[config.mk]
export PLATFORM = sky130hd
export DESIGN_NAME = next_pc_unit
export DESIGN_NICKNAME = d
export VERILOG_FILES = /design/src/rtl/npc_pkg.sv /design/src/rtl/npc_decode.sv /design/src/rtl/npc_targets.sv /design/src/rtl/npc_select.sv /design/src/rtl/npc_stage.sv /design/src/rtl/next_pc_unit.sv
export SDC_FILE = /design/constraint.sdc
export NUM_CORES = 1
export LEC_CHECK = 0
export CORE_ASPECT_RATIO = 2
export CORE_MARGIN = 3
export CORE_UTILIZATION = 40
export CTS_BUF_LIST = sky130_fd_sc_hd__clkbuf_8
export DETAILED_ROUTE_END_ITERATION = 8
export PLACE_DENSITY_LB_ADDON = 0.3
export SLEW_MARGIN = 20
export SYNTH_ARGS = -nofsm -noshare
export SYNTH_HDL_FRONTEND = slang
export SYNTH_SLANG_ARGS = --single-unit
export TNS_END_PERCENT = 5
[constraint.sdc]
create_clock -name clk -period 5.7 [get_ports clk]
set_clock_uncertainty 0.05 [all_clocks]
set_input_delay 1.425 -clock clk [delete_from_list [all_inputs] [get_ports clk]]
set_output_delay 1.425 -clock clk [all_outputs]
set_load 0.1 [all_outputs]
[src/rtl/npc_pkg.sv]
package npc_pkg;
  localparam logic [5:0] OPC_REGFMT = 6'd0;
  localparam logic [5:0] OPC_JUMP   = 6'd2;
  localparam logic [5:0] OPC_CALL   = 6'd3;
  localparam logic [5:0] OPC_BREQ   = 6'd4;
  localparam logic [5:0] OPC_BRNE   = 6'd5;
  localparam logic [5:0] FN_REGJMP  = 6'd8;

  typedef enum logic [2:0] {
    FLOW_SEQ  = 3'd0,
    FLOW_BREQ = 3'd1,
    FLOW_BRNE = 3'd2,
    FLOW_JUMP = 3'd3,
    FLOW_CALL = 3'd4,
    FLOW_REGJ = 3'd5
  } flow_kind_e;
endpackage

[src/rtl/npc_decode.sv]
module npc_decode
  import npc_pkg::*;
(
  input  logic [5:0]  opcode,
  input  logic [5:0]  funct,
  output flow_kind_e  kind
);
  always_comb begin
    unique case (opcode)
      OPC_BREQ:   kind = FLOW_BREQ;
      OPC_BRNE:   kind = FLOW_BRNE;
      OPC_JUMP:   kind = FLOW_JUMP;
      OPC_CALL:   kind = FLOW_CALL;
      OPC_REGFMT: kind = (funct == FN_REGJMP) ? FLOW_REGJ : FLOW_SEQ;
      default:    kind = FLOW_SEQ;
    endcase
  end
endmodule

[src/rtl/npc_targets.sv]
module npc_targets #(
  parameter int ADDR_W      = 32,
  parameter int IMM_W       = 16,
  parameter int JUMP_W      = 26,
  parameter int INSTR_BYTES = 4
) (
  input  logic [ADDR_W-1:0] pc,
  input  logic [IMM_W-1:0]  imm,
  input  logic [JUMP_W-1:0] jfield,
  output logic [ADDR_W-1:0] seq_pc,
  output logic [ADDR_W-1:0] branch_pc,
  output logic [ADDR_W-1:0] jump_pc
);
  localparam int SHIFT    = $clog2(INSTR_BYTES);
  localparam int EXT_W    = ADDR_W - IMM_W - SHIFT;
  localparam int REGION_W = ADDR_W - JUMP_W - SHIFT;

  logic [ADDR_W-1:0] byte_offset;

  assign seq_pc      = pc + ADDR_W'(INSTR_BYTES);
  assign byte_offset = {{EXT_W{imm[IMM_W-1]}}, imm, {SHIFT{1'b0}}};
  assign branch_pc   = seq_pc + byte_offset;

  generate
    if (REGION_W > 0) begin : g_region
      assign jump_pc = {seq_pc[ADDR_W-1 -: REGION_W], jfield, {SHIFT{1'b0}}};
    end else begin : g_flat
      assign jump_pc = {jfield[ADDR_W-SHIFT-1:0], {SHIFT{1'b0}}};
    end
  endgenerate
endmodule

[src/rtl/npc_select.sv]
module npc_select
  import npc_pkg::*;
#(
  parameter int ADDR_W      = 32,
  parameter int INSTR_BYTES = 4
) (
  input  flow_kind_e        kind,
  input  logic              regs_equal,
  input  logic [ADDR_W-1:0] reg_value,
  input  logic [ADDR_W-1:0] seq_pc,
  input  logic [ADDR_W-1:0] branch_pc,
  input  logic [ADDR_W-1:0] jump_pc,
  output logic [ADDR_W-1:0] next_pc,
  output logic              link_we,
  output logic              misalign
);
  localparam int SHIFT = $clog2(INSTR_BYTES);

  logic reg_unaligned;
  assign reg_unaligned = |reg_value[SHIFT-1:0];

  always_comb begin
    next_pc  = seq_pc;
    link_we  = 1'b0;
    misalign = 1'b0;
    unique case (kind)
      FLOW_BREQ: if (regs_equal)  next_pc = branch_pc;
      FLOW_BRNE: if (!regs_equal) next_pc = branch_pc;
      FLOW_JUMP: next_pc = jump_pc;
      FLOW_CALL: begin
        next_pc = jump_pc;
        link_we = 1'b1;
      end
      FLOW_REGJ: begin
        if (reg_unaligned) misalign = 1'b1;
        else               next_pc  = reg_value;
      end
      default: ;
    endcase
  end
endmodule

[src/rtl/npc_stage.sv]
module npc_stage #(
  parameter int WIDTH = 8
) (
  input  logic             clk,
  input  logic             rst_n,
  input  logic             up_valid,
  output logic             up_ready,
  input  logic [WIDTH-1:0] up_data,
  output logic             dn_valid,
  input  logic             dn_ready,
  output logic [WIDTH-1:0] dn_data
);
  logic             full_q;
  logic [WIDTH-1:0] data_q;

  assign up_ready = !full_q || dn_ready;
  assign dn_valid = full_q;
  assign dn_data  = data_q;

  always_ff @(posedge clk) begin
    if (!rst_n) begin
      full_q <= 1'b0;
      data_q <= '0;
    end else if (up_ready) begin
      full_q <= up_valid;
      if (up_valid) data_q <= up_data;
    end
  end
endmodule

[src/rtl/next_pc_unit.sv]
module next_pc_unit
  import npc_pkg::*;
#(
  parameter int ADDR_W      = 32,
  parameter int IMM_W       = 16,
  parameter int JUMP_W      = 26,
  parameter int INSTR_BYTES = 4,
  parameter int REGIDX_W    = 5,
  parameter int LINK_REG    = 31
) (
  input  logic                clk,
  input  logic                rst_n,
  input  logic                in_valid,
  output logic                in_ready,
  input  logic [ADDR_W-1:0]   in_pc,
  input  logic [5:0]          in_opcode,
  input  logic [5:0]          in_funct,
  input  logic [IMM_W-1:0]    in_imm,
  input  logic [JUMP_W-1:0]   in_jfield,
  input  logic [ADDR_W-1:0]   in_reg,
  input  logic                in_eq,
  output logic                out_valid,
  input  logic                out_ready,
  output logic [ADDR_W-1:0]   out_next_pc,
  output logic                out_link_we,
  output logic [REGIDX_W-1:0] out_link_addr,
  output logic [ADDR_W-1:0]   out_link_value,
  output logic                out_misalign
);
  localparam int PAY_W = 2 * ADDR_W + 2;

  flow_kind_e        kind;
  logic [ADDR_W-1:0] seq_pc, branch_pc, jump_pc, next_pc;
  logic              link_we, misalign;
  logic [PAY_W-1:0]  pay_in, pay_out;

  npc_decode u_decode (
    .opcode (in_opcode),
    .funct  (in_funct),
    .kind   (kind)
  );

  npc_targets #(
    .ADDR_W(ADDR_W), .IMM_W(IMM_W), .JUMP_W(JUMP_W), .INSTR_BYTES(INSTR_BYTES)
  ) u_targets (
    .pc        (in_pc),
    .imm       (in_imm),
    .jfield    (in_jfield),
    .seq_pc    (seq_pc),
    .branch_pc (branch_pc),
    .jump_pc   (jump_pc)
  );

  npc_select #(
    .ADDR_W(ADDR_W), .INSTR_BYTES(INSTR_BYTES)
  ) u_select (
    .kind       (kind),
    .regs_equal (in_eq),
    .reg_value  (in_reg),
    .seq_pc     (seq_pc),
    .branch_pc  (branch_pc),
    .jump_pc    (jump_pc),
    .next_pc    (next_pc),
    .link_we    (link_we),
    .misalign   (misalign)
  );

  assign pay_in = {next_pc, link_we, misalign, seq_pc};

  npc_stage #(.WIDTH(PAY_W)) u_stage (
    .clk      (clk),
    .rst_n    (rst_n),
    .up_valid (in_valid),
    .up_ready (in_ready),
    .up_data  (pay_in),
    .dn_valid (out_valid),
    .dn_ready (out_ready),
    .dn_data  (pay_out)
  );

  assign out_next_pc    = pay_out[PAY_W-1 -: ADDR_W];
  assign out_link_we    = pay_out[ADDR_W+1];
  assign out_misalign   = pay_out[ADDR_W];
  assign out_link_value = pay_out[ADDR_W-1:0];
  assign out_link_addr  = REGIDX_W'(LINK_REG);
endmodule

# Word level (Yosys, flattened, before mapping)
# Cells that the tools add are included.
dict set report word_totals {
  regBits 67
  latch_bits 0
  ram_bits 0
  mem_bits_ro 0
  input_bits 123
  out_inout_bits 73
  word_cells 29
  memories 0
}
dict set report classes {
  n_addsub 2
  multipliers 0
  div_mod_pow 0
  n_lt_le_gt_ge 0
  eq_ne 10
  shifts 0
  muxes 9
  n_bitwise 0
  reduce_logical 6
}
# cell count
set ops {}
lappend ops {{32-bit one-hot mux with 4 select lines} 1}
lappend ops {{32-bit two-way mux} 3}
lappend ops {{32-bit by 3-bit adder with 32-bit output (second input constant)} 1}
lappend ops {{32-bit adder} 1}
lappend ops {{3-bit one-hot mux with 5 select lines} 1}
lappend ops {{6-bit by 2-bit == test with 1-bit output (second input constant)} 2}
lappend ops {{6-bit by 3-bit == test with 1-bit output (second input constant)} 2}
lappend ops {{3-bit by 2-bit == test with 1-bit output (second input constant)} 2}
lappend ops {{3-bit == test (second input constant)} 2}
lappend ops {{6-bit by 4-bit == test with 1-bit output (second input constant)} 1}
lappend ops {{6-bit logical NOT} 1}
lappend ops {{2-bit OR reduction} 2}
lappend ops {{3-bit by 1-bit == test with 1-bit output (second input constant)} 1}
lappend ops {{1-bit two-way mux} 3}
lappend ops {{3-bit two-way mux} 1}
lappend ops {{2-bit AND reduction} 1}
lappend ops {{1-bit logical NOT} 1}
lappend ops {{1-bit logical OR} 1}

# Depth between registers and ports, before layout
# Gate-level depths: netlist (run 1).
dict set report depth {
  word_depth 6
  ltp_mapped 15
  ltp_nobuf 14
}

# Modules after synthesis
# Synthesis (run 1) repeated with hierarchy kept, for this count alone.
dict set report unflattened {
  cells_unflattened 1129
  area_unflattened_um2 8196.6
}
# mod instances cells_per_inst area_each_um2 seq_area_each_um2
set by_module_without_submodules {}
lappend by_module_without_submodules {npc_select 1 448 2812.7 0.0}
lappend by_module_without_submodules {npc_stage 1 292 2660.1 1341.3}
lappend by_module_without_submodules {npc_targets 1 372 2595.0 0.0}
lappend by_module_without_submodules {npc_decode 1 11 87.6 0.0}
lappend by_module_without_submodules {next_pc_unit 1 6 41.3 0.0}

# Least setup slack after synthesis (run 1)
# Ideal clock, no wire load.
dict set report synth_path {
  kind {input to register}
  from {input port in_pc[2]}
  to {register u_stage.data_q[65] (netlist: u_stage.dn_data[65])}
  setup_time_ns 0.088
  arrival_time_ns 4.515
  required_ns 5.562
  slack_ns 1.047
  stages 14
  n_path_buf 0
  path_cell_list {ha_1 > and4_1 > nand3_1 > nor2_1 > nand3_1 > xnor2_1 > ha_1 > and2_1 > a221oi_1 > a31oi_1 > a221oi_1 > o21a_1 > mux2_4 > a311oi_2}
}
dict set report synth_between {
  elab_chain_len 4
  elab_cells_between_ends 6
  cone_classes {add/sub (2); mux (4)}
}
# item line
set synth_rtl {}
lappend synth_rtl {{from (decl)} next_pc_unit.sv:15} ;# input logic [ADDR_W-1:0] in_pc,
lappend synth_rtl {{32-bit by 3-bit adder with 32-bit output *} npc_targets.sv:20} ;# assign seq_pc = pc + ADDR_W'(INSTR_BYTES);
lappend synth_rtl {{via seq_pc[16]} next_pc_unit.sv:33} ;# logic [ADDR_W-1:0] seq_pc, branch_pc, jump_pc, next_pc;
lappend synth_rtl {{32-bit adder *} npc_targets.sv:22} ;# assign branch_pc = seq_pc + byte_offset;
lappend synth_rtl {{32-bit two-way mux, on equally long branches} {npc_select.sv:28, npc_select.sv:27}}
lappend synth_rtl {{32-bit one-hot mux with 4 select lines *} npc_select.sv:26} ;# unique case (kind)
lappend synth_rtl {{to (signal assigned)} npc_stage.sv:26} ;# if (up_valid) data_q <= up_data;
lappend synth_rtl {{to (decl)} npc_stage.sv:14} ;# logic [WIDTH-1:0] data_q;
# The timed path passes the listed nets; every way through them passes the cells marked *.
# A chain may end at the register's enable or synchronous reset.

# Worst setup path after layout (run 1)
# Ends and elaborated chain as after synthesis.

==> results of run 1 <==
state kept, by name (all words and copies together) (netlist names):
signal / flops
u_stage.dn_valid: 1
u_stage.dn_data: 66
kinds of logic after synthesis:
logic type      after synthesis
compound gates              238
xor+xnor                     42
fa+ha+maj                    36
buf+inv                      60
flops                        67
mux                           2
other cells                   1
simple gates                297
per-layer routing:
metal / up-vias / part of all wire, %
li1: 3161 / -
met1: 3018 / 33
met2: 273 / 52
met3: 109 / 4.7
met4: 0 / 10
met5: - / 0
final timing paths:
kind,start,endpoint,slack (ps),cells past startpoint
setup / recovery,in_pc[2],u_stage.dn_data[65],530,15
setup reg to reg,u_stage.dn_valid,u_stage.dn_data[62],3360,6
hold reg to reg,u_stage.dn_data[35],u_stage.dn_data[35],410,2
hold / removal,u_stage.dn_data[35],u_stage.dn_data[35],410,2
final cells by class:
cell class	instances	area [µm²]
inverters	17	63.8
clock buffers	10	138
fillers	1306	5550
repair buffers	231	2220
flip-flops and latches	67	1340
multi-input cells	620	3940
well taps	155	194
clock inverters	6	63.8
cells in the final DEF (no fill, tap or decap), types with 4 or more instances in the layout:
master           netlist  layout
dfxtp_1               67      67
clkdlybuf4s50_1        0     189
clkbuf_8               0      10
nand2_1               84      84
o21ai_0               57      57
o211ai_1               8       8
or3_1                  6       6
nor2_1                82      81
or4_1                  6       6
a21oi_1               55      55
nand4_1               10      10
and3_1                 5       5
a221oi_1              17      17
a21o_1                17      17
o31ai_1                5       5
a211oi_1               8       8
buf_4                  6      41
a221o_1                5       5
o21a_1                 8       8
a22oi_1                6       6
inv_1                 17      18
nand3b_1               6       6
a31oi_1               16      16
nand3_1               29      29
xnor2_1               31      31
conb_1                 1       5
nor3_1                32      32
a22o_1                 4       4
nor4_1                 5       5
ha_1                  35      35
xor2_1                10      10
nand2b_1               7       7
through the flow:
stage	utilization [%]	setup WS (ps)	std cells
global placement	57.4	319	1090
detailed placement	57.4	213	1090
global route	58.9	249	1106
finish	58.9	534	1106
CTS	58.9	591	1106
floorplan	-	1050	747
power by group through the flow:
stage / Sequential, mW / Clock (mW) / Combinational (mW)
2_1_floorplan: 0.792 / 0 / 0.283
3_3_place_gp: 0.534 / 0 / 0.820
3_5_place_dp: 0.535 / 0 / 0.820
4_1_cts: 0.524 / 0.434 / 0.825
5_1_grt: 0.528 / 0.454 / 0.876
6_report: 0.524 / 0.430 / 0.826
worst reg2reg max path, cell delays in order, from the launching register on:
cell,delay [ps]
dfxtp_1,320
nand2b_1,130
and2_2,660
o21ai_0,260
or3_1,350
or4_1,410
nand3b_1,90
==> Implementation_results.wiki, run 1 <==
{| class="wikitable"
! Metric !! Value
|-
| Total number of vias || 6,561
|-
| Total negative slack || 0 ps
|-
| Final worst-path cycle share || 90.6%
|-
| Die Ht || 172 µm
|-
| Initial drt markers || 245
|-
| Complex-gate fraction of the synthesized area || 28.6%
|-
| Critical Path AT || 5390 ps
|-
| Outcome || complete, no violations
|-
| Grt ovf || 0
|-
| Inserted Clock Buffers || 9
|-
| Number of clock sinks || 67
|-
| Synth top cells by count || nand2_1, nor2_1, dfxtp_1, o21ai_0, a21oi_1
|-
| Final Hold Viols || 0
|-
| Placeable core area || 13,500 µm²
|-
| Cell type with the highest aggregate area in the netlist || dfxtp_1
|-
| Switching part of the total || 44.0%
|-
| Internal power of the cells || 998 µW
|-
| Die width || 89.2 µm
|-
| Worst Setup Start Kind || primary input
|-
| Max stage delay on crit path || 510 ps
|-
| Latest clock arrival within the worst-skew pair || 370 ps
|-
| Area growth syn-to-layout || 43.8%
|-
| DRT Pass-1 Iters || 5
|-
| Crit-path max FO || 8
|-
| Cell family with most CP delay || compound AO/OA/AOI/OAI gates
|-
| Overall power || 1.78 mW
|-
| Hold/Removal Path Class || register to register
|-
| Antenna-violating nets left || 0
|-
| Area of the die || 15,400 µm²
|-
| Static leakage || 3.09 nW
|-
| Number of global-route vias before repair || 6,580
|-
| Setup violators final || 0
|-
| Remaining routing DRC violations || 0
|-
| Total detailed-routing wirelength || 23,000 µm
|-
| Required time of the worst setup path || 5930 ps
|-
| Number of top-level design ports || 196
|-
| Number of max-cap violations || 0
|-
| Path type of the worst setup path || primary input to register
|-
| Register bit count reported by yosys || 67
|-
| Clock tree from TritonCTS || done
|-
| Final weighted congestion in routability-driven placement || 1.05
|-
| Synth Cell Area || 5540 µm²
|-
| Fraction of power consumed by the clock network || 24.2%
|-
| CTS-repair resized insts || 0
|-
| Leading cell type by number of instances after synthesis || nand2_1
|-
| Top post-synthesis cells by area || dfxtp_1, ha_1, nand2_1
|-
| Highest-delay cell along the critical path || clkdlybuf4s50_1
|-
| Worst hold slack || 405 ps
|-
| Antenna violations before repair || 0
|-
| Final design area excluding fillers || 7960 µm²
|-
| HPWL after detailed placement || 18,400 µm
|-
| Number of enable flip-flop cells after synthesis || 0
|-
| Final Net Count || 1,105
|-
| Share of post-route cells with drive strength above 1 || 8.10%
|-
| Cell seen most often among critical-path stages || ha_1
|-
| Cells after Synth || 743
|-
| Unrepaired setup endpoints after global routing || false
|-
| Post-CTS Repair Setup Buffers || 0
|-
| Crit path buf inv count || 2
|-
| Maximum number of pins on one net before global-route repair || 42
|-
| Met1 demand-to-capacity share in global routing || 28.5%
|-
| Port buffer count || 190
|-
| Netlist cell types || 76
|-
| Grt met2 use || 53.3%
|-
| Fraction of synthesis flops using an asynchronous set or reset pin || 0%
|-
| Min cycle time layout || 5170 ps
|-
| Cells along the critical path || clkdlybuf4s50_1 > ha_1 > and4_1 > nand3_1 > nor3_1 > buf_4 > xor2_1 > ha_1 > a21oi_1 > o21ai_0 > a221o_1 > a221oi_1 > o21a_1 > mux2_4 > a311oi_2
|-
| Initial cell density of the core || 41.0%
|-
| Switching power of the nets || 783 µW
|-
| Combinational family with the most area after synthesis || compound AO/OA/AOI/OAI gates
|-
| CTS Hold Buffers Added || 0
|-
| Average wire per standard cell || 20.8 µm
|-
| Clock-pin slew on the worst setup and hold paths || 90 ps
|-
| Number of standard-cell rows in the floorplan || 60
|-
| Pwr/cell area || 224 nW/µm²
|-
| Part of the power in registers || 29.4%
|-
| Largest buffer count on any clock path || 2
|-
| Achievable frequency || 0.194 GHz
|-
| Worst-case headroom to the max-slew limit || 27.5%
|-
| Proportion of power drawn by combinational gates || 46.4%
|-
| Global-route wire length before repair || 34,700 µm
|-
| DR vias/cell || 5.93
|-
| CTS root buffer || clkbuf_8
|-
| Share of Yosys cell area claimed by the top area cell type || 24.2%
|-
| Met3 track utilization from global routing || 5.48%
|-
| Peak ir drop on the vdd network || 0.000146 V
|-
| Most used DFF post-synth || dfxtp_1
|-
| Busiest metal layer after global routing || met2
|-
| Total global-route track usage || 30.0%
|-
| Share of synthesized cell area in full adder, half adder and majority cells || 8.27%
|-
| Max-slew violation count || 0
|-
| Proportion of synthesized chip area in sequential cells || 24.2%
|-
| Post-synthesis simple-gate area fraction || 26.4%
|-
| H-tree level count || 3
|-
| Antenna cells || 0
|-
| Per-instance average area after synthesis || 7.45 µm²
|-
| Placed cell areas || 7760 µm²
|-
| Worst-Margin Slew || 1090 ps
|-
| Multiplexer share of the synthesized area || 0.452%
|-
| Share of the synthesized netlist area taken by xor and xnor gates || 6.89%
|-
| Synth warn || 0
|-
| Category of the worst setup path capture point || register
|}
(Power assumes the default switching activity.)
==> inputs of run 2 (changes only) <==
- RECOVER_POWER: unset -> 100
==> run 2 against run 1 <==
- die area is the same
- core utilization shrank 0.27 points
- global-route usage is the same
- clock power is essentially flat
- sequential cell count is the same
- final cell count is the same
- the run now ends with capacitance limit, slew limit left
- design area shrank 0.46%
- non-clock buffer count is the same
- largest cell class unchanged
- total power shrank 1.1%
==> Implementation_results.wiki, run 2 (synthesized netlist as in run 1, its figures left out) <==
{| class="wikitable"
! Metric !! Value
|-
| Outcome || finished with violations
|-
| Violations in the final reports || capacitance limit, slew limit
|-
| Placed cell areas || 7760 µm²
|-
| Area growth syn-to-layout || 43.1%
|-
| Highest-delay cell along the critical path || dlygate4sd3_1
|-
| Worst slack at placement || 213 ps
|-
| Final Net Count || 1,105
|-
| Min cycle time layout || 5250 ps
|-
| Total instance count after detailed placement || 1,090
|-
| DR vias/cell || 5.90
|-
| Critical Path AT || 5480 ps
|-
| Cell family with most CP delay || compound AO/OA/AOI/OAI gates
|-
| Final design area excluding fillers || 7930 µm²
|-
| Crit path buf inv count || 2
|-
| Antenna-violating nets left || 0
|-
| Die Ht || 172 µm
|-
| Crit path setup slack, layout || 448 ps
|-
| H-tree level count || 3
|-
| Number of max-cap violations || 1
|-
| Max-slew violation count || 36
|-
| CTS-repair resized insts || 0
|-
| Port buffer count || 190
|-
| DRT Pass-1 Iters || 4
|-
| Antenna cells || 0
|-
| Achievable frequency || 0.190 GHz
|-
| Post-CTS Repair Setup Buffers || 0
|-
| Unrepaired setup endpoints after global routing || false
|-
| Placeable core area || 13,500 µm²
|-
| Filler cell count in the final layout || 1,315
|-
| Area of the die || 15,400 µm²
|-
| CTS Hold Buffers Added || 0
|-
| Total negative slack || 0 ps
|-
| Fin cells || 1,106
|-
| Required time of the worst setup path || 5930 ps
|-
| Grt ovf || 0
|-
| Post-layout utilization of the core || 58.7%
|-
| Inserted Clock Buffers || 9
|-
| Max stage delay on crit path || 580 ps
|-
| Hold/Removal Path Class || register to register
|-
| Number of standard-cell rows in the floorplan || 60
|-
| Maximum number of pins on one net before global-route repair || 42
|-
| Cells along the critical path || dlygate4sd3_1 > ha_1 > and4_1 > nand3_1 > nor3_1 > clkbuf_4 > xor2_1 > ha_1 > a21oi_1 > o21ai_0 > a221o_1 > a221oi_1 > o21a_1 > mux2_4 > a311oi_2
|-
| Max FFs per register || 66
|-
| Worst Setup Start Kind || primary input
|-
| Number of top-level design ports || 196
|-
| Clock-pin slew on the worst setup and hold paths || 90 ps
|-
| Static leakage || 3.22 nW
|-
| Number of global-route vias before repair || 6,580
|-
| Initial drt markers || 242
|-
| HPWL after detailed placement || 18,400 µm
|-
| Total detailed-routing wirelength || 23,000 µm
|-
| Clock tree from TritonCTS || done
|-
| Final weighted congestion in routability-driven placement || 1.05
|-
| Pwr/cell area || 222 nW/µm²
|-
| Final worst-path cycle share || 92.1%
|-
| CTS root buffer || clkbuf_8
|-
| Cell seen most often among critical-path stages || ha_1
|-
| Setup violators final || 0
|-
| Path type of the worst setup path || primary input to register
|-
| Remaining routing DRC violations || 0
|-
| Average wire per standard cell || 20.8 µm
|-
| Worst-case headroom to the max-slew limit || -26.7%
|-
| Largest buffer count on any clock path || 2
|-
| Number of clock sinks || 67
|-
| Most common library cell in the layout ignoring fill and taps || clkdlybuf4s50_1
|-
| Global-route wire length before repair || 34,700 µm
|-
| Share of post-route cells with drive strength above 1 || 7.36%
|-
| Antenna violations before repair || 0
|-
| Overall power || 1.76 mW
|-
| Final Hold Viols || 0
|-
| Worst-Margin Slew || 1900 ps
|-
| Worst hold slack || 401 ps
|-
| Peak ir drop on the vdd network || 0.000144 V
|-
| Most frequent cells in the layout || clkdlybuf4s50_1, nand2_1, nor2_1
|-
| Die width || 89.2 µm
|-
| Category of the worst setup path capture point || register
|-
| Crit-path max FO || 8
|-
| Initial cell density of the core || 41.0%
|-
| Total number of vias || 6,524
|-
| Total global-route track usage || 30.0%
|-
| Latest clock arrival within the worst-skew pair || 370 ps
|}
[run 2: area by class of cell]
| type | instances | area (µm²) | share of cell area [%] |
|---|---|---|---|
| Clock buffer | 10 | 138 | 1.74 |
| Clock inverter | 6 | 63.8 | 0.805 |
| Inverter | 17 | 63.8 | 0.805 |
| Multi-Input combinational cell | 620 | 3940 | 49.7 |
| Sequential cell | 67 | 1340 | 16.9 |
| Tap cell | 155 | 194 | 2.45 |
| Timing Repair Buffer | 231 | 2190 | 27.6 |
[run 2: worst reg2reg max path: stages, from the launching register on]
cell and delay, ps:
dfxtp_1 310, nand2b_1 130, and2_0 1440, clkbuf_1 1130, nand3_1 290, a21oi_1 260, a21o_1 140, a21oi_1 40
[run 2: final timing paths]
kind	start	to	slack (ps)	cells past startpoint
max	in_pc[2]	u_stage.dn_data[65]	450	15
min	u_stage.dn_data[35]	u_stage.dn_data[35]	400	2
max reg2reg	u_stage.dn_valid	u_stage.dn_data[49]	1800	7
min reg2reg	u_stage.dn_data[35]	u_stage.dn_data[35]	400	2
[run 2: power by group]
| group | internal [mW] | switching (mW) | total [mW] |
|---|---|---|---|
| sequential | 0.504 | 0.0182 | 0.522 |
| combinational | 0.264 | 0.547 | 0.810 |
| clock | 0.214 | 0.214 | 0.429 |
| total | 0.982 | 0.779 | 1.76 |
[run 2: per-layer routing]
layer  global-route usage (%)  vias to the layer above  share of wire (%)
li1                         -                     3156                  -
met1                     28.5                     2964                 33
met2                     53.3                      294                 52
met3                     5.48                      110                5.0
met4                     25.3                        0                 10
met5                        0                        -                  0
==> inputs of run 3 (changes only) <==
- HOLD_SLACK_MARGIN: unset -> 0.05
==> results of run 3 <==
The final DEF is identical to that of run 2; final timing and power are the same.
